File: src/rtl/iopt_pkg.sv
package iopt_pkg;
    localparam int VA_W      = 32;
    localparam int PTE_W     = 32;
    localparam int PA_W      = VA_W + 4;
    localparam int PG_SHIFT  = 12;
    localparam int PPN_LSB   = 8;
    localparam int PTE_V_BIT = 1;
    localparam int PTE_W_BIT = 2;

    typedef enum logic [1:0] {
        PERM_NONE = 2'b00,
        PERM_RO   = 2'b01,
        PERM_RW   = 2'b11
    } perm_e;

    typedef enum logic [1:0] {
        WS_IDLE,
        WS_ISSUE,
        WS_WAIT,
        WS_RESP
    } walk_st_e;

    typedef struct packed {
        logic              fault;
        perm_e             perm;
        logic [PA_W-1:0]   pa;
        logic [VA_W-1:0]   iova;
        logic [PA_W-1:0]   mask;
    } xlate_res_t;

    function automatic logic [VA_W-1:0] page_of(input logic [VA_W-1:0] a);
        return {a[VA_W-1:PG_SHIFT], {PG_SHIFT{1'b0}}};
    endfunction
endpackage

File: src/rtl/iopt_entry_addr.sv
module iopt_entry_addr
    import iopt_pkg::*;
#(
    parameter int WIN_MIN_LOG2 = 24,
    parameter int WIN_CODE_W   = 3
) (
    input  logic [VA_W-1:0]       page,
    input  logic [VA_W-1:0]       base,
    input  logic [WIN_CODE_W-1:0] win,
    output logic [PA_W-1:0]       ent_addr
);
    localparam int NWIN = 1 << WIN_CODE_W;

    logic [VA_W-1:0] span_tab [NWIN];
    logic [VA_W-1:0] idx;

    // One in-window offset mask per window code
    for (genvar g = 0; g < NWIN; g++) begin : g_win
        if (WIN_MIN_LOG2 + g >= VA_W) begin : g_full
            assign span_tab[g] = '1;
        end else begin : g_part
            assign span_tab[g] = VA_W'((64'd1 << (WIN_MIN_LOG2 + g)) - 64'd1);
        end
    end

    // Page index scaled to a word offset; the cleared page bits keep [1:0] zero
    assign idx      = (page & span_tab[win]) >> (PG_SHIFT - 2);
    assign ent_addr = {base, 4'b0000} + {{(PA_W-VA_W){1'b0}}, idx};
endmodule

File: src/rtl/iopt_pte_eval.sv
module iopt_pte_eval
    import iopt_pkg::*;
(
    input  logic [PTE_W-1:0] pte,
    input  logic [VA_W-1:0]  va,
    input  logic             wr,
    output xlate_res_t       res
);
    logic entry_ok;
    logic can_write;
    logic unused_pte_bits;

    assign entry_ok        = pte[PTE_V_BIT];
    assign can_write       = pte[PTE_W_BIT];
    assign unused_pte_bits = ^{pte[PPN_LSB-1:PTE_W_BIT+1], pte[PTE_V_BIT-1:0]};

    always_comb begin
        res       = '0;
        res.mask  = '1;
        res.perm  = PERM_NONE;
        if (!entry_ok || (wr && !can_write)) begin
            res.fault = 1'b1;
        end else begin
            res.fault = 1'b0;
            res.perm  = can_write ? PERM_RW : PERM_RO;
            res.pa    = {pte[PTE_W-1:PPN_LSB], va[PG_SHIFT-1:0]};
            res.iova  = page_of(va);
            res.mask  = PA_W'({PG_SHIFT{1'b1}});
        end
    end
endmodule

File: src/rtl/iopt_walk_ctrl.sv
module iopt_walk_ctrl
    import iopt_pkg::*;
(
    input  logic clk,
    input  logic rst,
    input  logic req_valid,
    output logic req_ready,
    output logic accept,
    output logic rd_valid,
    input  logic rd_ready,
    input  logic rsp_in,
    output logic capture,
    output logic out_valid
);
    walk_st_e st, st_nx;

    always_comb begin
        st_nx = st;
        case (st)
            WS_IDLE:  if (req_valid) st_nx = WS_ISSUE;
            WS_ISSUE: if (rd_ready)  st_nx = WS_WAIT;
            WS_WAIT:  if (rsp_in)    st_nx = WS_RESP;
            WS_RESP:                 st_nx = WS_IDLE;
            default:                 st_nx = WS_IDLE;
        endcase
    end

    always_ff @(posedge clk) begin
        if (rst) st <= WS_IDLE;
        else     st <= st_nx;
    end

    assign req_ready = (st == WS_IDLE);
    assign accept    = req_valid && req_ready;
    assign rd_valid  = (st == WS_ISSUE);
    assign capture   = (st == WS_WAIT) && rsp_in;
    assign out_valid = (st == WS_RESP);

    AST_RD_HOLD: assert property (@(posedge clk) disable iff (rst)
        rd_valid && !rd_ready |=> rd_valid);
    AST_ONE_READ: assert property (@(posedge clk) disable iff (rst)
        rd_valid && rd_ready |=> !rd_valid);
    AST_OUT_PULSE: assert property (@(posedge clk) disable iff (rst)
        out_valid |=> !out_valid && req_ready);
    AST_OUT_AFTER_RSP: assert property (@(posedge clk) disable iff (rst)
        out_valid |-> $past(rsp_in));
endmodule

File: src/rtl/iopt_xlate.sv
module iopt_xlate
    import iopt_pkg::*;
#(
    parameter int WIN_MIN_LOG2 = 24,
    parameter int WIN_CODE_W   = 3
) (
    input  logic                  clk,
    input  logic                  rst,
    input  logic                  req_valid,
    output logic                  req_ready,
    input  logic [VA_W-1:0]       req_va,
    input  logic                  req_write,
    input  logic [VA_W-1:0]       cfg_base,
    input  logic [WIN_CODE_W-1:0] cfg_win,
    output logic                  mem_rd_valid,
    input  logic                  mem_rd_ready,
    output logic [PA_W-1:0]       mem_rd_addr,
    input  logic                  mem_rsp_valid,
    input  logic [PTE_W-1:0]      mem_rsp_data,
    output logic                  rsp_valid,
    output logic [PA_W-1:0]       rsp_pa,
    output logic [VA_W-1:0]       rsp_iova,
    output logic [PA_W-1:0]       rsp_mask,
    output logic [1:0]            rsp_perm,
    output logic                  flt_valid,
    output logic [VA_W-1:0]       flt_addr,
    output logic                  flt_read
);
    logic            accept;
    logic            capture;
    logic            out_valid;
    logic [PA_W-1:0] ent_addr;
    logic [PA_W-1:0] ent_q;
    logic [VA_W-1:0] va_q;
    logic            wr_q;
    xlate_res_t      res;
    xlate_res_t      res_q;

    iopt_walk_ctrl u_ctrl (
        .clk       (clk),
        .rst       (rst),
        .req_valid (req_valid),
        .req_ready (req_ready),
        .accept    (accept),
        .rd_valid  (mem_rd_valid),
        .rd_ready  (mem_rd_ready),
        .rsp_in    (mem_rsp_valid),
        .capture   (capture),
        .out_valid (out_valid)
    );

    iopt_entry_addr #(
        .WIN_MIN_LOG2 (WIN_MIN_LOG2),
        .WIN_CODE_W   (WIN_CODE_W)
    ) u_addr (
        .page     (page_of(req_va)),
        .base     (cfg_base),
        .win      (cfg_win),
        .ent_addr (ent_addr)
    );

    iopt_pte_eval u_eval (
        .pte (mem_rsp_data),
        .va  (va_q),
        .wr  (wr_q),
        .res (res)
    );

    always_ff @(posedge clk) begin
        if (rst) begin
            va_q  <= '0;
            wr_q  <= 1'b0;
            ent_q <= '0;
            res_q <= '0;
        end else begin
            if (accept) begin
                va_q  <= req_va;
                wr_q  <= req_write;
                ent_q <= ent_addr;
            end
            if (capture) begin
                res_q <= res;
            end
        end
    end

    assign mem_rd_addr = ent_q;
    assign rsp_valid   = out_valid;
    assign rsp_pa      = res_q.pa;
    assign rsp_iova    = res_q.iova;
    assign rsp_mask    = res_q.mask;
    assign rsp_perm    = res_q.perm;
    assign flt_valid   = out_valid && res_q.fault;
    assign flt_addr    = page_of(va_q);
    assign flt_read    = !wr_q;

    AST_ADDR_HOLD: assert property (@(posedge clk) disable iff (rst)
        mem_rd_valid && !mem_rd_ready |=> $stable(mem_rd_addr));
    AST_FAULT_NO_PERM: assert property (@(posedge clk) disable iff (rst)
        flt_valid |-> rsp_perm == PERM_NONE && rsp_pa == '0);
    AST_FLT_WITH_RSP: assert property (@(posedge clk) disable iff (rst)
        flt_valid |-> rsp_valid);
    AST_WRITE_NEEDS_RW: assert property (@(posedge clk) disable iff (rst)
        rsp_valid && !flt_valid && !flt_read |-> rsp_perm == PERM_RW);
endmodule

File: config.mk
export PLATFORM = sky130hd
export DESIGN_NAME = iopt_xlate
export DESIGN_NICKNAME = d
export VERILOG_FILES = /design/src/rtl/iopt_pkg.sv /design/src/rtl/iopt_entry_addr.sv /design/src/rtl/iopt_pte_eval.sv /design/src/rtl/iopt_walk_ctrl.sv /design/src/rtl/iopt_xlate.sv
export SDC_FILE = /design/constraint.sdc
export NUM_CORES = 1
export LEC_CHECK = 0
export BUFFER_PORTS_ARGS = -buffer_cell sky130_fd_sc_hd__buf_2
export CORE_MARGIN = 2
export CORE_UTILIZATION = 40
export CTS_CLUSTER_SIZE = 10
export DETAILED_ROUTE_END_ITERATION = 16
export HOLD_SLACK_MARGIN = 0.08
export PLACE_DENSITY = 0.81
export SLEW_MARGIN = 40
export SYNTH_ARGS = -nofsm -noshare
export SYNTH_HDL_FRONTEND = slang
export SYNTH_SLANG_ARGS = --single-unit
File: constraint.sdc
create_clock -name clk -period 2.5 [get_ports clk]
set_clock_uncertainty 0.05 [all_clocks]
set_input_delay 0.25 -clock clk [delete_from_list [all_inputs] [get_ports clk]]
set_output_delay 0.25 -clock clk [all_outputs]
set_load 0.03 [all_outputs]
After elaboration in Yosys (flattened, before gate mapping)
Memory sizes are Yosys's and may differ from the RTL's.
Index checks and enable logic that the tools add are counted.
{"block": "classes", "addsub": 1, "magnitude_cmp": 1, "eq_ne": 6, "n_mux": 9, "bitwise": 2, "reduce_logical": 10}
{"op": "$mux W106", "count": 1}
{"op": "$mux W32", "count": 2}
{"op": "$add A36 B22 Y36", "count": 1}
{"op": "$and A32 B32 Y32", "count": 1}
{"op": "$mux W2", "count": 4}
{"op": "$pmux W2 S4", "count": 1}
{"op": "$eq A2 B2 Y1 const B", "count": 2}
{"op": "$ge A4 B4 Y1 const B", "count": 1}
{"op": "$logic_and A1 B1 Y1", "count": 4}
{"op": "$ne A2 B2 Y1 const B", "count": 2}
{"op": "$not A3 Y4", "count": 1}
{"op": "$logic_not A1 Y1", "count": 3}
{"op": "$reduce_and A3 Y1", "count": 1}
{"op": "$eq A2 B1 Y1 const B", "count": 1}
{"op": "$logic_not A2 Y1", "count": 1}
{"op": "$ne A2 B1 Y1 const B", "count": 1}
{"op": "$logic_or A1 B1 Y1", "count": 1}
{"op": "$mux W1", "count": 1}
{"block": "totals", "regBits": 178, "rom_bits": 256, "elab_cells": 39, "memories": 1}
{"memory": "(no name shown)", "words": 8, "width": 32, "read_ports": 1, "rd_ports_with_merged_regs": 0, "write_ports": 0, "line_no": "iopt_entry_addr.sv:27", "text": "assign idx = (page & span_tab[win]) >> (PG_SHIFT - 2);"}

Logic depth before layout (Yosys ltp)
Gate-level depths: netlist (run 1).
{"block": "logic_depth", "word_depth": 6, "depth_mapped": 10, "depth_no_buf": 9}

Hierarchy
From an unflattened synthesis (run 1), not the netlist that was laid out.
{"block": "hier_totals", "hier_cells": 1062, "hier_area_um2": 9744.3}
{"module": "iopt_xlate", "instances": 1, "cells_each": 709, "area_per_inst_um2": 7274.5, "seq_area_each_um2": 3523.4}
{"module": "iopt_entry_addr", "instances": 1, "cells_each": 211, "area_per_inst_um2": 1451.4, "seq_area_each_um2": 0.0}
{"module": "iopt_pte_eval", "instances": 1, "cells_each": 122, "area_per_inst_um2": 825.8, "seq_area_each_um2": 0.0}
{"module": "iopt_walk_ctrl", "instances": 1, "cells_each": 20, "area_per_inst_um2": 192.7, "seq_area_each_um2": 40.0}

Least setup slack after synthesis (run 1)
Ideal clock, no wire load.
{"block": "synth_path", "path_type": "in2reg", "from": "in cfg_win[0]", "to": "reg ent_q[33], in the netlist mem_rd_addr[33]", "setup_time_ns": 0.116, "t_arrival_ns": 2.058, "slack_ns": 0.277, "cell_stages": 7, "cell_sequence": "o31a_1 -> ha_1 -> a21oi_1 -> o21ai_1 -> a21o_4 -> or4_1 -> and3_1"}
{"block": "synth_between", "elab_chain_cells": 6}
{"element": "from (decl)", "line_no": "iopt_xlate.sv:14", "text": "input logic [WIN_CODE_W-1:0] cfg_win,"}
{"element": "$not A3 Y4 (not written as such)", "line_no": "iopt_entry_addr.sv:27"}
{"element": "$mem_v2 Z8 W32"}
{"element": "$mux W32 (not written as such) (2 in a row)", "line_no": "iopt_entry_addr.sv:27"}
{"element": "$and A32 B32 Y32", "line_no": "iopt_entry_addr.sv:27"}
{"element": "$add A36 B22 Y36", "line_no": "iopt_entry_addr.sv:28", "text": "assign ent_addr = {base, 4'b0000} + {{(PA_W-VA_W){1'b0}}, idx};"}
{"element": "to (signal assigned)", "line_no": "iopt_xlate.sv:79", "text": "ent_q <= ent_addr;"}
{"element": "to (decl)", "line_no": "iopt_xlate.sv:33", "text": "logic [PA_W-1:0] ent_q;"}
No other way between the ends. The select of a mux whose other input is x is not followed.
A chain may end at the register's enable or synchronous reset.

Worst setup path in the final report (run 1)
{"block": "layout_path", "from": "in req_va[15]", "to": "reg ent_q[28], in the netlist mem_rd_addr[28]"}
{"block": "layout_between", "elab_chain_cells": 2}
{"element": "from (decl)", "line_no": "iopt_xlate.sv:11", "text": "input logic [VA_W-1:0] req_va,"}
{"element": "$and A32 B32 Y32", "line_no": "iopt_entry_addr.sv:27"}
{"element": "$add A36 B22 Y36", "line_no": "iopt_entry_addr.sv:28"}
No other way between the ends.

==> impl_metrics.json, run 1 <==
{
  "path_cells": "dlygate4sd3_1, buf_2, fa_1, a21oi_1, o22ai_2, a31oi_2, a21oi_1, nor4_1, o31ai_1",
  "yosys.area_share.simple_pct": 23.9,
  "ant_nets": 0,
  "power_density_nw_per_um2": 893,
  "fin_util_pct": 53.7,
  "io_pins": 284,
  "path_delay_family": "compound AO/OA/AOI/OAI gates",
  "placement.io_buffers": 251,
  "synthTopCellsByArea": "dfxtp_1, nand2_1, buf_4",
  "ys_seq_elements": 127,
  "synth_enable_flop_cells": 0,
  "cts_tree": "done",
  "clock_sinks": 127,
  "grtUsageTotal_pct": 22.3,
  "routed-via-count": 6882,
  "critPathSlowestCell": "dlygate4sd3_1",
  "core_um2": 16300,
  "area_growth_pct": 32.7,
  "dr.pass1.iters": 5,
  "cp_num_buf_inv": 2,
  "final.setup.worst_slack_ns": 0.0838,
  "start_util_pct": 40.4,
  "hold_viol_final": 0,
  "dp_slack_ns": 0.0689,
  "tns_ns": 0,
  "synth_fa_ha_area_share_pct": 4.28,
  "drt_wl_total_um": 20400,
  "fin_crit_ns": 2.42,
  "die_y_um": 133,
  "grt_pass1_vias": 6313,
  "rsz0062_at_grt": "false",
  "final_area_um2": 8770,
  "grt_pass1_wl_um": 31600,
  "num_rows": 47,
  "finalNetCount": 1218,
  "root_buffer": "clkbuf_16",
  "irDropWorstVdd_uv": 467,
  "yosysUniqueCellTypes": 66,
  "max_freq_ghz": 0.414,
  "nFillCells": 1512,
  "dieWidth_um": 133,
  "critPathKind": "input port to flip-flop",
  "relSlewSlack_pct": 46.1,
  "dp_cells": 1231,
  "grt_max_degree": 60,
  "cp.arrival_ns": 2.67,
  "drcViolationCount": 0,
  "grt-ovfl-total": 0,
  "yosys_warnings": 0,
  "avgSynthCellArea_um2": 7.77,
  "path_clk_slew_ns": 0.06,
  "synth_xor_xnor_area_share_pct": 0.662,
  "synth_compound_area_share_pct": 18.6,
  "cts.path.max_buffers": 2,
  "dr.first_iter.drc_count": 525,
  "hold_path.class": "input port to flip-flop",
  "crit_top_cell": "a21oi_1",
  "setup_viol": 0,
  "power.leakage_nw": 4.03,
  "crit_path_start_kind": "input port",
  "cts_made_buffers": 17,
  "ys_seq_area_share_pct": 38.5,
  "drive_gt1_share_pct": 29.8,
  "synth-main-ff-cell": "dfxtp_1",
  "drv_slew": 0,
  "period_share_pct": 96.6,
  "worstMarginPinSlew_ns": 0.808,
  "cp.required_ns": 2.75,
  "dpl.hpwl_um": 13200,
  "end_kind": "flip-flop",
  "drt-vias-per-instance": 5.19,
  "synth_top_area_share_pct": 38.5,
  "synth.area.mux_share_pct": 0.151,
  "max_cap_viol_count": 0,
  "syn_area_um2": 6610,
  "place_area_um2": 7550,
  "worstSkewPairLatency_ns": 0.43,
  "synth_top_family_by_area": "simple AND/OR/NAND/NOR gates",
  "dieArea_um2": 17600,
  "async_reset_ff_share_pct": 0,
  "synthCells": 851,
  "routedWlPerCell_um": 15.3,
  "antenna_found_initial": 3,
  "htree_levels": 4,
  "cp_max_fo": 5,
  "outcome": "completed",
  "gp_congestion": 0.874,
  "final_cells": 1327,
  "synth_area_leader_cell": "dfxtp_1",
  "cp_slowest_stage_delay_ns": 0.52
}
state kept, by name, indices dropped and copies added (netlist names):
name         count
rsp_iova        20
rsp_mask         2
mem_rd_addr     32
rsp_pa          36
va_q            32
rsp_perm         2
u_ctrl.st        2
wr_q             1
path summary, 6_finish.rpt:
path,from,to,slack (ns),depth (start not counted)
max,req_va[15],mem_rd_addr[28],0.08,9
min,cfg_base[19],mem_rd_addr[23],0.12,3
min reg2reg,va_q[0],rsp_pa[0],0.39,2
max reg2reg,u_ctrl.st[0],rsp_perm[1],0.27,7
timing repair:
item                                   CTS  global route
setup buffers                            0             1
hold buffers                            60             0
setup endpoints to repair                0            11
endpoints found under the hold margin   59             0
resized for setup                        0             6
cell families after synthesis:
kind of cell | count (synthesis)
buffers and inverters | 147
flip-flops | 127
multiplexers | 1
other | 1
AND/OR/NAND/NOR | 348
adder cells (fa/ha/maj) | 22
AO/OA/AOI/OAI | 200
XOR/XNOR | 5
per-layer routing:
layer  routed length, µm  global-route usage (%)  part of all wire [%]
met3                1510                    5.36                   7.4
met5                   0                       0                     0
met1                8010                    26.3                    39
met4                 994                    14.0                   4.9
met2                9850                    36.6                    48
layout by cell type (no fill, tap or decap), drive strengths merged, types with 18 or more instances in the layout:
master / count
dfxtp: 127
dlygate4sd3: 60
nand2: 210
and3: 18
conb: 26
nor2: 21
nand3: 41
a21oi: 123
o21ai: 23
buf: 270
ha: 21
inv: 21
power by group:
part | total (mW) | internal (mW) | switching (mW) | leakage, nW
Combinational | 2.84 | 0.859 | 1.98 | 2.71
Clock | 2.43 | 1.40 | 1.04 | 0.283
Sequential | 2.57 | 2.35 | 0.213 | 1.03
final cells by class:
type | count | area (µm²) | area share [%]
tap | 220 | 275 | 3.14
antenna | 3 | 7.51 | 0.0856
timing repair buffer | 330 | 2040 | 23.3
clock buffer | 17 | 425 | 4.85
sequential | 127 | 2540 | 29.0
multi-input combinational | 602 | 3280 | 37.4
inverter | 13 | 48.8 | 0.556
clock inverter | 15 | 149 | 1.70
synthesized netlist by cell type, types with 3 or more instances:
cell	n
a21o_1	8
a21oi_1	120
a21oi_2	3
a31oi_1	4
a32oi_1	8
and2_1	6
and3_1	15
buf_1	9
buf_2	3
buf_4	82
buf_6	5
clkbuf_1	33
dfxtp_1	127
ha_1	21
inv_1	13
nand2_1	209
nand3_1	41
nand4_1	6
nor2_1	21
nor3_1	17
nor4_1	9
o21a_1	4
o21ai_0	21
o311ai_0	5
or4_1	3
xnor2_1	5
stage by stage:
stage	hold WS [ns]	power [mW]
floorplan	0.336	4.73
finish	0.119	7.84
global route	0.129	8.25
CTS	0.0956	7.87
global placement	0.386	5.30
detailed placement	0.391	5.34
worst register-to-register path, cell delays in order, from the launching register on:
cell	delay (ns)
dfxtp_1	0.34
inv_1	0.09
ha_1	0.22
and2_2	0.17
buf_6	0.35
nand3_1	0.22
dlygate4sd3_1	0.59
a21oi_1	0.14
Power figures use the tool's default switching activity.
==> run 2: changes to the inputs <==
- RECOVER_POWER: unset -> 25
==> impl_metrics.json, run 2 (synthesis results as in run 1) <==
{
  "start_util_pct": 40.4,
  "tns_ns": 0,
  "path_clk_slew_ns": 0.06,
  "worstSkewPairLatency_ns": 0.42,
  "ant_nets": 0,
  "min_to": "mem_rd_addr[35]",
  "cp_slowest_stage_delay_ns": 0.54,
  "dieWidth_um": 133,
  "hold_depth": 3,
  "cp.required_ns": 2.76,
  "io_pins": 284,
  "dr.first_iter.drc_count": 542,
  "placement.io_buffers": 251,
  "end_kind": "flip-flop",
  "drcViolationCount": 0,
  "final_cells": 1327,
  "routedWlPerCell_um": 15.5,
  "drt_wl_total_um": 20500,
  "power.leakage_nw": 3.74,
  "cp_num_buf_inv": 2,
  "layout_common_cells": "nand2_1, buf_2, dfxtp_1",
  "max_cap_viol_count": 0,
  "drt-vias-per-instance": 5.17,
  "min_from": "cfg_base[31]",
  "worstMarginPinSlew_ns": 0.795,
  "dp_cells": 1231,
  "dpl.hpwl_um": 13200,
  "gp_congestion": 0.874,
  "timing.rr.start": "u_ctrl.st[0]",
  "grt_max_degree": 60,
  "crit_path_start_kind": "input port",
  "cts_tree": "done",
  "die_y_um": 133,
  "cts_made_buffers": 17,
  "setup_viol": 0,
  "hold_path.class": "input port to flip-flop",
  "relSlewSlack_pct": 46.9,
  "area_growth_pct": 31.4,
  "grt_pass1_wl_um": 31600,
  "fin_crit_ns": 2.42,
  "critPathKind": "input port to flip-flop",
  "clock_sinks": 127,
  "drive_gt1_share_pct": 23.5,
  "rsz0062_at_grt": "false",
  "path_cells": "dlygate4sd3_1, buf_2, ha_1, a21oi_4, a21boi_2, o211ai_4, a21oi_1, or4_1, o2111a_1",
  "irDropWorstVdd_uv": 466,
  "nFillCells": 1551,
  "dr.pass1.iters": 5,
  "grt_pass1_vias": 6313,
  "period_share_pct": 96.6,
  "cp.depth": 9,
  "reg2reg_depth": 7,
  "cts.path.max_buffers": 2,
  "dieArea_um2": 17600,
  "core_um2": 16300,
  "finalNetCount": 1218,
  "rr_endpoint": "rsp_perm[1]",
  "cp.arrival_ns": 2.68,
  "num_rows": 47,
  "multi_input_area_um2": 3280,
  "antenna_found_initial": 3,
  "max_freq_ghz": 0.414,
  "root_buffer": "clkbuf_16",
  "path_delay_family": "compound AO/OA/AOI/OAI gates",
  "cp_max_fo": 7,
  "hold_ws_ns": 0.117,
  "grtUsageTotal_pct": 22.3,
  "grt-ovfl-total": 0,
  "htree_levels": 4,
  "drv_slew": 0,
  "outcome": "completed",
  "hold_viol_final": 0,
  "regArea_um2": 2540,
  "final_common_cell": "nand2_1",
  "routed-via-count": 6864,
  "largest_register_ffs": 36,
  "rrSetupSlack_ns": 0.27,
  "critPathSlowestCell": "dlygate4sd3_1",
  "power_density_nw_per_um2": 899
}
run 2: worst max-delay path by stage:
stage	from	to
after floorplan	cfg_win[0]	mem_rd_addr[33]
after global placement	cfg_win[0]	mem_rd_addr[33]
after detailed placement	cfg_win[0]	mem_rd_addr[35]
after CTS	req_va[15]	mem_rd_addr[28]
after global routing	req_va[21]	mem_rd_addr[31]
final	req_va[21]	mem_rd_addr[31]
run 2: report_power, final:
part | total [mW] | internal, mW | switching, mW | leakage (nW)
clock | 2.44 | 1.40 | 1.04 | 0.283
sequential | 2.57 | 2.35 | 0.219 | 1.03
combinational | 2.80 | 0.818 | 1.98 | 2.42
total | 7.81 | 4.57 | 3.24 | 3.74
run 2: per-stage QoR:
stage | worst slack (ns) | total power [mW] | util (%) | area, µm²
floorplan | 0.277 | 4.73 | - | 6710
CTS | 0.0648 | 7.87 | 53.4 | 8720
global placement | 0.121 | 5.30 | 46.2 | 7550
finish | 0.0841 | 7.81 | 53.1 | 8680
global route | 0.0129 | 8.21 | 53.1 | 8680
detailed placement | 0.0689 | 5.34 | 46.2 | 7550
run 2: routing by layer:
layer  share of wire (%)  GRT usage (%)  up-vias  wire, µm
li1                    -              -     3309         -
met3                 6.7           5.36       64      1380
met2                  48           36.6      330      9950
met1                  40           26.3     3161      8270
met4                 4.5           14.0        0       929
met5                   0              0        -         0
run 2: layout make-up:
type | instances | area share [%]
flip-flops and latches | 127 | 29.3
clock inverters | 15 | 1.71
well taps | 220 | 3.17
multi-input cells | 602 | 37.8
clock buffers | 17 | 4.90
diodes | 3 | 0.0864
repair buffers | 330 | 22.5
inverters | 13 | 0.562
run 2: timing repair:
action,in CTS,in global routing
setup buffers,0,1
hold buffers,60,0
endpoints found under the hold margin,59,0
endpoints found under the setup margin,0,11
gates resized for setup,0,6
run 2: worst min-delay path: stages:
cell	delay, ns
buf_2	0.11
o2111ai_1	0.06
and3_1	0.13
